`src/rtl/txc_pkg.sv`:
```
package txc_pkg;

  typedef enum logic [1:0] {
    TS_IDLE      = 2'd0,
    TS_ACTIVE    = 2'd1,
    TS_COMMITTED = 2'd2,
    TS_ABORTED   = 2'd3
  } txn_status_e;

  typedef enum logic [1:0] {
    LS_INV   = 2'd0,
    LS_CLEAN = 2'd1,
    LS_DIRTY = 2'd2
  } line_state_e;

endpackage

```
`src/rtl/txc_line.sv`:
```
module txc_line
  import txc_pkg::*;
#(
  parameter int DATA_W = 32,
  parameter int TAG_W  = 5
) (
  input  logic              clk,
  input  logic              rst_ni,
  input  logic              snp_kill,
  input  logic              abort_i,
  input  logic              commit_i,
  input  logic              req_sel,
  input  logic              req_miss,
  input  logic              req_wr,
  input  logic              req_tx,
  input  logic [TAG_W-1:0]  tag_i,
  input  logic [DATA_W-1:0] wdata_i,
  input  logic [DATA_W-1:0] fill_i,
  output logic [1:0]        state_o,
  output logic              tx_o,
  output logic              spec_o,
  output logic [TAG_W-1:0]  tag_o,
  output logic [DATA_W-1:0] data_o
);

  line_state_e       st_q, st_d;
  logic              tx_q, tx_d;
  logic              sp_q, sp_d;
  logic [TAG_W-1:0]  tag_q, tag_d;
  logic [DATA_W-1:0] dat_q, dat_d;
  logic              upd;

  assign upd = snp_kill | abort_i | commit_i | req_sel;

  always_comb begin
    st_d  = st_q;
    tx_d  = tx_q;
    sp_d  = sp_q;
    tag_d = tag_q;
    dat_d = dat_q;
    if (abort_i) begin
      // discard speculative contents; read-only lines just lose the tag
      if (sp_q || snp_kill) st_d = LS_INV;
      tx_d = 1'b0;
      sp_d = 1'b0;
    end else begin
      if (snp_kill) begin
        st_d = LS_INV;
        tx_d = 1'b0;
        sp_d = 1'b0;
      end
      if (req_sel) begin
        if (req_miss) begin
          st_d  = LS_CLEAN;
          tag_d = tag_i;
          dat_d = fill_i;
          tx_d  = 1'b0;
          sp_d  = 1'b0;
        end
        if (req_tx) tx_d = 1'b1;
        if (req_wr) begin
          dat_d = wdata_i;
          if (req_tx) begin
            sp_d = 1'b1;
            st_d = LS_CLEAN;   // old dirty value already sent below
          end else begin
            st_d = LS_DIRTY;
          end
        end
      end
      if (commit_i) begin
        if (sp_d) st_d = LS_DIRTY;
        tx_d = 1'b0;
        sp_d = 1'b0;
      end
    end
  end

  always_ff @(posedge clk or negedge rst_ni) begin
    if (!rst_ni) begin
      st_q <= LS_INV;
      tx_q <= 1'b0;
      sp_q <= 1'b0;
    end else if (upd) begin
      st_q <= st_d;
      tx_q <= tx_d;
      sp_q <= sp_d;
    end
  end

  always_ff @(posedge clk) begin
    if (upd) begin
      tag_q <= tag_d;
      dat_q <= dat_d;
    end
  end

  assign state_o = st_q;
  assign tx_o    = tx_q;
  assign spec_o  = sp_q;
  assign tag_o   = tag_q;
  assign data_o  = dat_q;

endmodule

```
`src/rtl/txc_lookup.sv`:
```
module txc_lookup
  import txc_pkg::*;
#(
  parameter int NLINES = 8,
  parameter int TAG_W  = 5,
  parameter int IDX_W  = 3
) (
  input  logic [NLINES-1:0][1:0]       ln_state,
  input  logic [NLINES-1:0][TAG_W-1:0] ln_tag,
  input  logic [NLINES-1:0]            ln_tx,
  input  logic [NLINES-1:0]            ln_spec,
  input  logic                         snp_valid,
  input  logic [IDX_W-1:0]             snp_idx,
  input  logic [TAG_W-1:0]             snp_tag,
  input  logic [IDX_W-1:0]             req_idx,
  input  logic [TAG_W-1:0]             req_tag,
  output logic [NLINES-1:0]            snp_kill,
  output logic                         snp_conflict,
  output logic                         snp_give,
  output logic                         req_hit,
  output logic                         req_tx_line,
  output logic                         req_dirty_ns
);

  logic [NLINES-1:0] live;
  logic [NLINES-1:0] dirty_ns;

  for (genvar i = 0; i < NLINES; i++) begin : g_cmp
    assign live[i]     = (ln_state[i] != LS_INV);
    assign dirty_ns[i] = (ln_state[i] == LS_DIRTY) && !ln_spec[i];
    assign snp_kill[i] = snp_valid && live[i] &&
                         (snp_idx == IDX_W'(i)) && (ln_tag[i] == snp_tag);
  end

  logic req_live;

  always_comb begin
    snp_conflict = |(snp_kill & ln_tx);
    snp_give     = |(snp_kill & dirty_ns);
    // request sees the line as it stands after this cycle's snoop
    req_live     = live[req_idx] && !snp_kill[req_idx];
    req_hit      = req_live && (ln_tag[req_idx] == req_tag);
    req_tx_line  = req_live && ln_tx[req_idx];
    req_dirty_ns = req_live && dirty_ns[req_idx];
  end

endmodule

```
`src/rtl/txc_txn_fsm.sv`:
```
module txc_txn_fsm
  import txc_pkg::*;
(
  input  logic       clk,
  input  logic       rst_ni,
  input  logic       begin_i,
  input  logic       commit_i,
  input  logic       abort_i,
  input  logic       conflict_i,
  output logic [1:0] status_o,
  output logic       active_o,
  output logic       do_commit_o,
  output logic       do_abort_o
);

  txn_status_e st_q, st_d;
  logic        st_en;

  assign active_o = (st_q == TS_ACTIVE);

  always_comb begin
    do_abort_o  = active_o && (abort_i || conflict_i);
    do_commit_o = active_o && commit_i && !do_abort_o;
    st_d = st_q;
    if (do_abort_o)                 st_d = TS_ABORTED;
    else if (do_commit_o)           st_d = TS_COMMITTED;
    else if (begin_i && !active_o)  st_d = TS_ACTIVE;
    st_en = (st_d != st_q);
  end

  always_ff @(posedge clk or negedge rst_ni) begin
    if (!rst_ni)    st_q <= TS_IDLE;
    else if (st_en) st_q <= st_d;
  end

  assign status_o = st_q;

endmodule

```
`src/rtl/txcache_ctrl.sv`:
```
module txcache_ctrl
  import txc_pkg::*;
#(
  parameter int NLINES = 8,
  parameter int DATA_W = 32,
  parameter int ADDR_W = 8
) (
  input  logic              clk,
  input  logic              rst_n,
  input  logic              txn_begin,
  input  logic              txn_commit,
  input  logic              txn_abort,
  input  logic              req_valid,
  input  logic              req_write,
  input  logic [ADDR_W-1:0] req_addr,
  input  logic [DATA_W-1:0] req_wdata,
  input  logic [DATA_W-1:0] fill_data,
  input  logic              snp_valid,
  input  logic [ADDR_W-1:0] snp_addr,
  output logic              rsp_valid,
  output logic [DATA_W-1:0] rsp_data,
  output logic              wb_valid,
  output logic [ADDR_W-1:0] wb_addr,
  output logic [DATA_W-1:0] wb_data,
  output logic              snp_dirty,
  output logic [DATA_W-1:0] snp_data,
  output logic [1:0]        txn_status
);

  localparam int IDX_W = $clog2(NLINES);
  localparam int TAG_W = ADDR_W - IDX_W;

  // reset: asserted at once, released after two clock edges
  logic [1:0] rst_pipe;
  logic       rst_ni;
  always_ff @(posedge clk or negedge rst_n) begin
    if (!rst_n) rst_pipe <= 2'b00;
    else        rst_pipe <= {rst_pipe[0], 1'b1};
  end
  assign rst_ni = rst_pipe[1];

  logic [IDX_W-1:0] req_idx, snp_idx;
  logic [TAG_W-1:0] req_tag, snp_tag;
  assign req_idx = req_addr[IDX_W-1:0];
  assign req_tag = req_addr[ADDR_W-1:IDX_W];
  assign snp_idx = snp_addr[IDX_W-1:0];
  assign snp_tag = snp_addr[ADDR_W-1:IDX_W];

  logic [NLINES-1:0][1:0]        ln_state;
  logic [NLINES-1:0][TAG_W-1:0]  ln_tag;
  logic [NLINES-1:0][DATA_W-1:0] ln_data;
  logic [NLINES-1:0]             ln_tx, ln_spec;

  logic [NLINES-1:0] snp_kill;
  logic snp_conflict, snp_give, req_hit, req_tx_line, req_dirty_ns;

  txc_lookup #(.NLINES(NLINES), .TAG_W(TAG_W), .IDX_W(IDX_W)) u_lookup (
    .ln_state    (ln_state),
    .ln_tag      (ln_tag),
    .ln_tx       (ln_tx),
    .ln_spec     (ln_spec),
    .snp_valid   (snp_valid),
    .snp_idx     (snp_idx),
    .snp_tag     (snp_tag),
    .req_idx     (req_idx),
    .req_tag     (req_tag),
    .snp_kill    (snp_kill),
    .snp_conflict(snp_conflict),
    .snp_give    (snp_give),
    .req_hit     (req_hit),
    .req_tx_line (req_tx_line),
    .req_dirty_ns(req_dirty_ns)
  );

  logic evict_conflict, active, do_commit, do_abort, req_go;
  assign evict_conflict = req_valid && !req_hit && req_tx_line;

  txc_txn_fsm u_fsm (
    .clk        (clk),
    .rst_ni     (rst_ni),
    .begin_i    (txn_begin),
    .commit_i   (txn_commit),
    .abort_i    (txn_abort),
    .conflict_i (snp_conflict || evict_conflict),
    .status_o   (txn_status),
    .active_o   (active),
    .do_commit_o(do_commit),
    .do_abort_o (do_abort)
  );

  assign req_go = req_valid && !do_abort;

  for (genvar i = 0; i < NLINES; i++) begin : g_line
    txc_line #(.DATA_W(DATA_W), .TAG_W(TAG_W)) u_line (
      .clk     (clk),
      .rst_ni  (rst_ni),
      .snp_kill(snp_kill[i]),
      .abort_i (do_abort),
      .commit_i(do_commit),
      .req_sel (req_go && (req_idx == IDX_W'(i))),
      .req_miss(!req_hit),
      .req_wr  (req_write),
      .req_tx  (active),
      .tag_i   (req_tag),
      .wdata_i (req_wdata),
      .fill_i  (fill_data),
      .state_o (ln_state[i]),
      .tx_o    (ln_tx[i]),
      .spec_o  (ln_spec[i]),
      .tag_o   (ln_tag[i]),
      .data_o  (ln_data[i])
    );
  end

  // next values of the registered outputs
  logic              rsp_v_d, wb_v_d, snp_v_d;
  logic [DATA_W-1:0] rsp_d_d, wb_d_d, snp_d_d;
  logic [ADDR_W-1:0] wb_a_d;

  always_comb begin
    rsp_v_d = req_go && !req_write;
    rsp_d_d = req_hit ? ln_data[req_idx] : fill_data;
    wb_v_d  = req_go && req_dirty_ns && (!req_hit || (req_write && active));
    wb_a_d  = {ln_tag[req_idx], req_idx};
    wb_d_d  = ln_data[req_idx];
    snp_v_d = snp_give;
    snp_d_d = ln_data[snp_idx];
  end

  always_ff @(posedge clk or negedge rst_ni) begin
    if (!rst_ni) begin
      rsp_valid <= 1'b0;
      wb_valid  <= 1'b0;
      snp_dirty <= 1'b0;
    end else begin
      rsp_valid <= rsp_v_d;
      wb_valid  <= wb_v_d;
      snp_dirty <= snp_v_d;
    end
  end

  always_ff @(posedge clk) begin
    if (rsp_v_d) rsp_data <= rsp_d_d;
    if (wb_v_d) begin
      wb_addr <= wb_a_d;
      wb_data <= wb_d_d;
    end
    if (snp_v_d) snp_data <= snp_d_d;
  end

endmodule

```
`config.mk`:
```
export PLATFORM = sky130hd
export DESIGN_NAME = txcache_ctrl
export DESIGN_NICKNAME = d
export VERILOG_FILES = /design/src/rtl/txc_pkg.sv /design/src/rtl/txc_line.sv /design/src/rtl/txc_lookup.sv /design/src/rtl/txc_txn_fsm.sv /design/src/rtl/txcache_ctrl.sv
export SDC_FILE = /design/constraint.sdc
export NUM_CORES = 1
export LEC_CHECK = 0
export BUFFER_PORTS_ARGS = -buffer_cell sky130_fd_sc_hd__buf_2
export CORE_MARGIN = 2
export CORE_UTILIZATION = 54
export DETAILED_ROUTE_END_ITERATION = 16
export PLACE_DENSITY = 0.74
export SLEW_MARGIN = 20
export SYNTH_ARGS = -nofsm -noshare
export SYNTH_HDL_FRONTEND = slang
export SYNTH_SLANG_ARGS = --single-unit
```
`constraint.sdc`:
```
create_clock -name clk -period 1.6 [get_ports clk]
set_clock_uncertainty 0.05 [all_clocks]
set_input_delay 0.24 -clock clk [delete_from_list [all_inputs] [get_ports clk]]
set_output_delay 0.24 -clock clk [all_outputs]
set_load 0.01 [all_outputs]
```
# ---- Yosys cells after proc, flatten, opt, wreduce, memory -nomap -nowiden
# Index checks and enable logic that the tools add are counted.
dict set report op_classes {
  n_lt_le_gt_ge 2
  eq_ne 42
  n_mux 197
  bitwise_logic 28
  n_reduce_logical 115
}
# operator n
set op_table {}
lappend op_table {{$bmux 32 s3} 2}
lappend op_table {{$mux 32} 5}
lappend op_table {{$mux 2} 68}
lappend op_table {{$mux 1} 116}
lappend op_table {{$reduce_and 4->1} 16}
lappend op_table {{$logic_and 1x1->1} 55}
lappend op_table {{$eq 5x5->1} 9}
lappend op_table {{$eq 3x3->1 const B} 8}
lappend op_table {{$or 1x1->1} 24}
lappend op_table {{$and 8x8->8} 2}
lappend op_table {{$eq 2x2->1 const B} 8}
lappend op_table {{$reduce_and 2->1} 8}
lappend op_table {{$reduce_bool 2->1} 8}
lappend op_table {{$reduce_or 8->1} 2}
lappend op_table {{$bmux 5 s3} 1}
lappend op_table {{$ne 2x1->1 const B} 7}
lappend op_table {{$logic_not 1->1} 13}
lappend op_table {{$bmux 1 s3} 4}
lappend op_table {{$eq 3x2->1 const B} 4}
lappend op_table {{$logic_or 1x1->1} 11}
lappend op_table {{$lt 3x4->1 const B} 2}
lappend op_table {{$eq 3x1->1 const B} 2}
lappend op_table {{$logic_not 3->1} 2}
lappend op_table {{$mux 5} 1}
lappend op_table {{other kinds (4)} 6}
dict set report totals {
  ff_bits 439
  in_bits 88
  output_inout_bits 109
  wordCells 433
}

# ---- Logic depth before layout (Yosys ltp)
dict set report logic_depth {
  ltp_word 23
  depth_mapped 14
  mapped_depth_nobuf 11
}

# ---- Hierarchy
# Synthesis repeated with hierarchy kept, for this count alone.
dict set report hier_totals {
  cells_unflattened 1586
  hier_area_um2 24997.7
}
# module n_inst cells_per_inst area_per_inst_um2 seq_area_each_um2
set by_module_without_submodules {}
lappend by_module_without_submodules {txc_line 8 103 1903.1 1211.2}
lappend by_module_without_submodules {txcache_ctrl 1 577 8179.1 3248.1}
lappend by_module_without_submodules {txc_lookup 1 173 1481.4 0.0}
lappend by_module_without_submodules {txc_txn_fsm 1 12 112.6 50.0}

# ---- Worst setup path before layout
# Ideal clock, no wire load.
dict set report synth_timing {
  kind {register to register}
  from {register g_line[5].u_line.tag_q[0]}
  to {register wb_addr[0], enable pin}
  setup_time_ns 0.489
  t_arrival_ns 5.134
  slack_ns -4.073
  stages_incl_launch_ff 11
  n_path_buf 0
  path_cell_list {edfxtp_1 -> xnor2_1 -> nand3_1 -> or4_4 -> a22o_1 -> nor3_2 -> a21oi_2 -> a21o_1 -> nand2_1 -> nand2_1 -> nor3_1}
}
dict set report synth_between {
  elab_chain_cells 17
}
# element line_no
set synth_lines {}
lappend synth_lines {{from (decl)} txc_line.sv:29} ;# logic [TAG_W-1:0] tag_q, tag_d;
lappend synth_lines {{from (signal assigned)} txc_line.sv:93} ;# tag_q <= tag_d;
lappend synth_lines {{$eq 5x5->1} txc_lookup.sv:32} ;# (snp_idx == IDX_W'(i)) && (ln_tag[i] == snp_tag);
lappend synth_lines {{$logic_and 1x1->1} txc_lookup.sv:32}
lappend synth_lines {{$bmux 1 s3} txc_lookup.sv:41} ;# req_live = live[req_idx] && !snp_kill[req_idx];
lappend synth_lines {{$mux 1 (not written as such)} txc_lookup.sv:41}
lappend synth_lines {{$logic_not 1->1} txc_lookup.sv:41}
lappend synth_lines {{$logic_and 1x1->1} txc_lookup.sv:41}
lappend synth_lines {{$logic_and 1x1->1} txc_lookup.sv:42} ;# req_hit = req_live && (ln_tag[req_idx] == req_tag);
lappend synth_lines {{$logic_not 1->1} {txcache_ctrl.sv:76, txcache_ctrl.sv:123}}
lappend synth_lines {{$logic_and 1x1->1 (2 in series)} txcache_ctrl.sv:76} ;# assign evict_conflict = req_valid && !req_hit && req_tx_line;
lappend synth_lines {{$logic_or 1x1->1} txcache_ctrl.sv:84} ;# .conflict_i (snp_conflict || evict_conflict),
lappend synth_lines {{$logic_or 1x1->1} txc_txn_fsm.sv:22} ;# do_abort_o = active_o && (abort_i || conflict_i);
lappend synth_lines {{$logic_and 1x1->1} txc_txn_fsm.sv:22}
lappend synth_lines {{$logic_not 1->1} txcache_ctrl.sv:91} ;# assign req_go = req_valid && !do_abort;
lappend synth_lines {{$logic_and 1x1->1} txcache_ctrl.sv:91}
lappend synth_lines {{$logic_and 1x1->1} txcache_ctrl.sv:123} ;# wb_v_d = req_go && req_dirty_ns && (!req_hit || (req_write && active));
lappend synth_lines {{$logic_and 1x1->1 *} txcache_ctrl.sv:123}
lappend synth_lines {{named net wb_v_d} txcache_ctrl.sv:116} ;# logic rsp_v_d, wb_v_d, snp_v_d;
lappend synth_lines {{to (signal assigned)} txcache_ctrl.sv:145} ;# wb_addr <= wb_a_d;
lappend synth_lines {{to (decl)} txcache_ctrl.sv:23} ;# output logic [ADDR_W-1:0] wb_addr,
# Mark *: on every way through the listed nets, which the timed path passes. The rest lies on a longest branch. The select of a mux whose other input is x is not followed.
# A chain may end at the register's enable or synchronous reset.

# ---- Final worst setup path
dict set report layout_timing {
  from {register g_line[5].u_line.tag_q[4]}
  to {register wb_data[20], enable pin}
}
dict set report layout_between {
  elab_chain_cells 17
}
# element line_no
set layout_lines {}
lappend layout_lines {{$eq 5x5->1} txc_lookup.sv:32}
lappend layout_lines {{$logic_and 1x1->1} txc_lookup.sv:32}
lappend layout_lines {{$bmux 1 s3} txc_lookup.sv:41}
lappend layout_lines {{$mux 1 (not written as such)} txc_lookup.sv:41}
lappend layout_lines {{$logic_not 1->1} txc_lookup.sv:41}
lappend layout_lines {{$logic_and 1x1->1} txc_lookup.sv:41}
lappend layout_lines {{$logic_and 1x1->1} txc_lookup.sv:42}
lappend layout_lines {{$logic_not 1->1} {txcache_ctrl.sv:76, txcache_ctrl.sv:123}}
lappend layout_lines {{$logic_and 1x1->1 (2 in series)} txcache_ctrl.sv:76}
lappend layout_lines {{$logic_or 1x1->1} txcache_ctrl.sv:84}
lappend layout_lines {{$logic_or 1x1->1} txc_txn_fsm.sv:22}
lappend layout_lines {{$logic_and 1x1->1} txc_txn_fsm.sv:22}
lappend layout_lines {{$logic_not 1->1} txcache_ctrl.sv:91}
lappend layout_lines {{$logic_and 1x1->1} txcache_ctrl.sv:91}
lappend layout_lines {{$logic_and 1x1->1} txcache_ctrl.sv:123}
lappend layout_lines {{$logic_and 1x1->1 *} txcache_ctrl.sv:123}
lappend layout_lines {{named net wb_v_d} txcache_ctrl.sv:116}
lappend layout_lines {{to (signal assigned)} txcache_ctrl.sv:146} ;# wb_data <= wb_d_d;
lappend layout_lines {{to (decl)} txcache_ctrl.sv:24} ;# output logic [DATA_W-1:0] wb_data,
# Marks and branches as above.

==> impl_results.md <==
* CTS max path bufs at 3
* Seq cells post-synth at 439
* Number of flops mapped to enable cells by yosys at 400
* # H-tree levels at 2
* CP max stage cell: or4_4
* Cells on worst reg2reg path at 12
* Worst EP required at 1.83 ns
* Most frequent cell after synthesis: edfxtp_1
* Grt ovf at 0
* Startpoint Class: register
* Multi-input gate area at 7380 um^2
* Ys async rst share at 8.88%
* Root Buffer: clkbuf_16
* Fmax at 0.307 GHz
* Clock sink count at 439
* Sequential power share at 43.5%
* Area Overhead vs Synth at 34.5%
* Post-layout util at 74.1%
* Critical R2R Launch: g_line[5].u_line.tag_o[4]
* DR pass1 iterations at 6
* Gr usage total at 30.5%
* Endpoints failing hold at 0
* Mapped cell area at 20300 um^2
* DRT Wirelength at 60600 um
* Vias in the first global route at 14000
* Number of nets in the layout at 1789
* Hold path start: req_wdata[25]
* Share of the synthesized area in the top cell type at 59.2%
* Core Area at 36800 um^2
* ANT nets after route at 0
* Hold endpoint: g_line[3].u_line.data_o[25]
* Status: complete, but fails checks
* Yosys warns at 0
* Routed via count at 13700
* Cells on Worst Hold Path at 2
* Initial antenna violation count at 1
* Port bufs at 196
* Worst-margin pin slew at 1.07 ns
* Critical path peak fanout at 13
* Max VDD drop at 0.000887 V
* Final period utilization at 204%
* Comb pwr share at 20.1%
* Pwr per Cell Area at 1150 nW/um^2
* Failing checks: setup timing
* Pins over their slew limit at 0
* Reg-to-reg setup timing slack at -1.66 ns
* Max stage delay on crit path at 0.54 ns
* Placer Congestion at 0.909
* Average cell area after synthesis at 17.4 um^2
* Io pins at 197
* Die ar. at 39100 um^2
* Rel. slew slack at 28.4%
* Setup slack after layout at -1.66 ns
* Netlist cell types at 79
* CTS tree: done
* First-pass GRT wire length at 86600 um
* Hpwl dp at 38200 um
* Mapped Cells at 1168
* Top post-synthesis cells by count: edfxtp_1, mux4_2, mux2_2
* Arrival time worst endpoint at 3.49 ns
* # fillers at 2257
* Critical-path cell list: xnor2_1 > nand2_1 > or4_4 > a22o_4 > nor3_4 > a21oi_4 > a21o_4 > nand2_4 > nand2_4 > nor3_4 > buf_6 > buf_12
* Post-DR wirelength/cell at 27.5 um
* DR DRC count at 0
* Largest net degree at the start of global routing at 65
* Ant diodes at 0
* Synth area leader: edfxtp_1
* Placed Cells at 2033
* Syn nets at 1256
* NetSw at 8120 uW
* Worst Setup End Kind: register
* Top FF cell, synth: edfxtp_1
* Synth top area cells: edfxtp_1, mux4_2, mux2_2, dfrtp_1, xnor2_1
* Die X at 198 um
* Max Cap Viol at 0
* Initial Util at 55.1%
* Die H at 198 um
* Row count at 70
* Initial DRC Count at 1329
* Ratio of cells with drive above 1 in the final layout at 53.6%
* Non-Filler Instances at 2204
* WS Path Type: reg -> reg
* Seq/Total Area, Yosys at 64.1%
* Worst path top cell family by delay: simple AND/OR/NAND/NOR gates
* Pleak at 0.00993 uW
* Final setup viols at 533
* Num CTS Buffers at 45
* Bufs and invs on worst path at 2
* R2R Path End: wb_data[20]
* Storage element area at 13000 um^2
* Final Critical Period at 3.26 ns
* Vias per cell at 6.21
* Sw frac at 26.0%
* Clk pwr share at 36.4%
* Pint at 23200 uW
* Reg clk slew, reported paths at 0.06 ns
* Unrepaired setup endpoints after global routing: yes
* Hold Path Class: in -> reg
* Clk_lat worst skew at 0.60 ns
## cells in the final DEF (no fill, tap or decap), types with 5 or more instances in the layout
cell type	synthesis	layout
o21ai_0	14	11
nor2_4	0	14
buf_2	8	193
clkbuf_16	0	56
and2_1	9	8
mux2_2	133	132
clkbuf_8	0	5
nor2_1	65	50
dfrtp_1	39	38
nand3_1	17	14
nand2_1	52	44
a22oi_1	11	8
edfxtp_1	400	400
mux2i_1	12	12
mux4_2	134	134
clkbuf_1	32	8
inv_1	12	9
xnor2_1	34	33
nor2b_1	6	6
dlygate4sd3_1	0	41
buf_8	0	7
buf_4	1	237
nor3_1	20	18
a32oi_1	6	6
a21oi_1	14	12
clkinv_2	0	5
nand2b_1	9	9
buf_6	6	19
xor2_1	10	10
bufinv_16	0	9
a31oi_1	7	7
nor4_1	6	6
buf_12	0	35
buf_16	0	7
## worst reg2reg max path: cells and delay by family, from the launching register on
kind                   cells  cell delay, ns
AND/OR/NAND/NOR            6            1.24
AO/OA/AOI/OAI              3            0.67
flip-flops                 1            0.41
buffers and inverters      2            0.38
XOR/XNOR                   1            0.18
## layout make-up
class                           count  area share [%]
Sequential cell                   439            47.6
Timing Repair Buffer              551            17.1
Clock buffer                       57            4.44
Multi-Input combinational cell    651            27.1
Clock inverter                     25            1.39
Tap cell                          468            2.15
Inverter                           13           0.211
## flip-flops by register name, indices dropped and copies added (netlist names)
register	count
g_line.u_line.spec_o	8
rst_pipe	2
g_line.u_line.tx_o	8
snp_dirty	1
wb_addr	8
g_line.u_line.state_o	16
g_line.u_line.tag_o	40
rsp_valid	1
rsp_data	32
wb_valid	1
u_fsm.status_o	2
snp_data	32
wb_data	32
g_line.u_line.data_o	256
## routing by layer
layer  routed length (um)  share of wire [%]  track usage (%)  vias up
li1                     -                  -                -     5838
met1                23700                 39             41.3     7005
met2                30200                 50             50.6      739
met3                 4910                8.1             5.60      111
met4                 1740                2.9             9.86        2
met5                   12              0.020                0        -
## worst max path at each step
stage                                   start                    endpoint  slack [ns]  depth (start not counted)
finish              g_line[5].u_line.tag_o[4]                 wb_data[20]       -1.66                         12
global route        g_line[5].u_line.tag_o[4]                 wb_data[20]       -1.79                         12
floorplan           g_line[5].u_line.tag_o[0]                  wb_addr[0]       -2.09                         10
detailed placement                req_addr[0]  g_line[3].u_line.data_o[6]       -1.76                         13
CTS                 g_line[3].u_line.tag_o[2]                rsp_data[18]       -1.62                          9
global placement                  req_addr[1]  g_line[3].u_line.data_o[5]       -1.76                         13
## per-stage QoR
| step | area (um^2) | hold slack (ns) | setup slack [ns] | setup TNS [ns] | power (uW) |
|---|---|---|---|---|---|
| global placement | 24000 | -0.0245 | -1.76 | -821.25 | 19100 |
| finish | 27300 | 0.0298 | -1.66 | -736.61 | 31300 |
| CTS | 26600 | 0.00904 | -1.62 | -729.05 | 30900 |
| global route | 27300 | 0.0370 | -1.79 | -796.42 | 32200 |
| detailed placement | 24000 | -0.0197 | -1.76 | -825.17 | 19200 |
| floorplan | 20500 | -0.106 | -2.09 | -739.89 | 16500 |
## power groups by stage
| stage | Combinational, uW | Sequential (uW) | Clock (uW) |
|---|---|---|---|
| final | 6280 | 13600 | 11400 |
| after global routing | 6600 | 13600 | 11900 |
| after detailed placement | 5400 | 13800 | 0 |
| after global placement | 5350 | 13800 | 0 |
| after CTS | 5830 | 13600 | 11500 |
| after floorplan | 2620 | 13800 | 0 |
## logic make-up after synthesis
logic type | synth area share (%)
other | 0.0185
and+or+nand+nor | 5.08
buffers and inverters | 1.73
xor gates and xnor gates | 1.90
DFF | 64.1
AOI/OAI and AO/OA | 4.34
muxes | 22.9
## timing repair
action | CTS | global route
resized for setup | 53 | 51
pin swaps | 14 | 33
setup buffers | 16 | 16
hold buffers | 41 | 0
setup endpoints to repair | 533 | 535
hold endpoints to repair | 84 | 0
gates cloned | 7 | 13
Note: power is estimated with default switching activity, not from simulation.
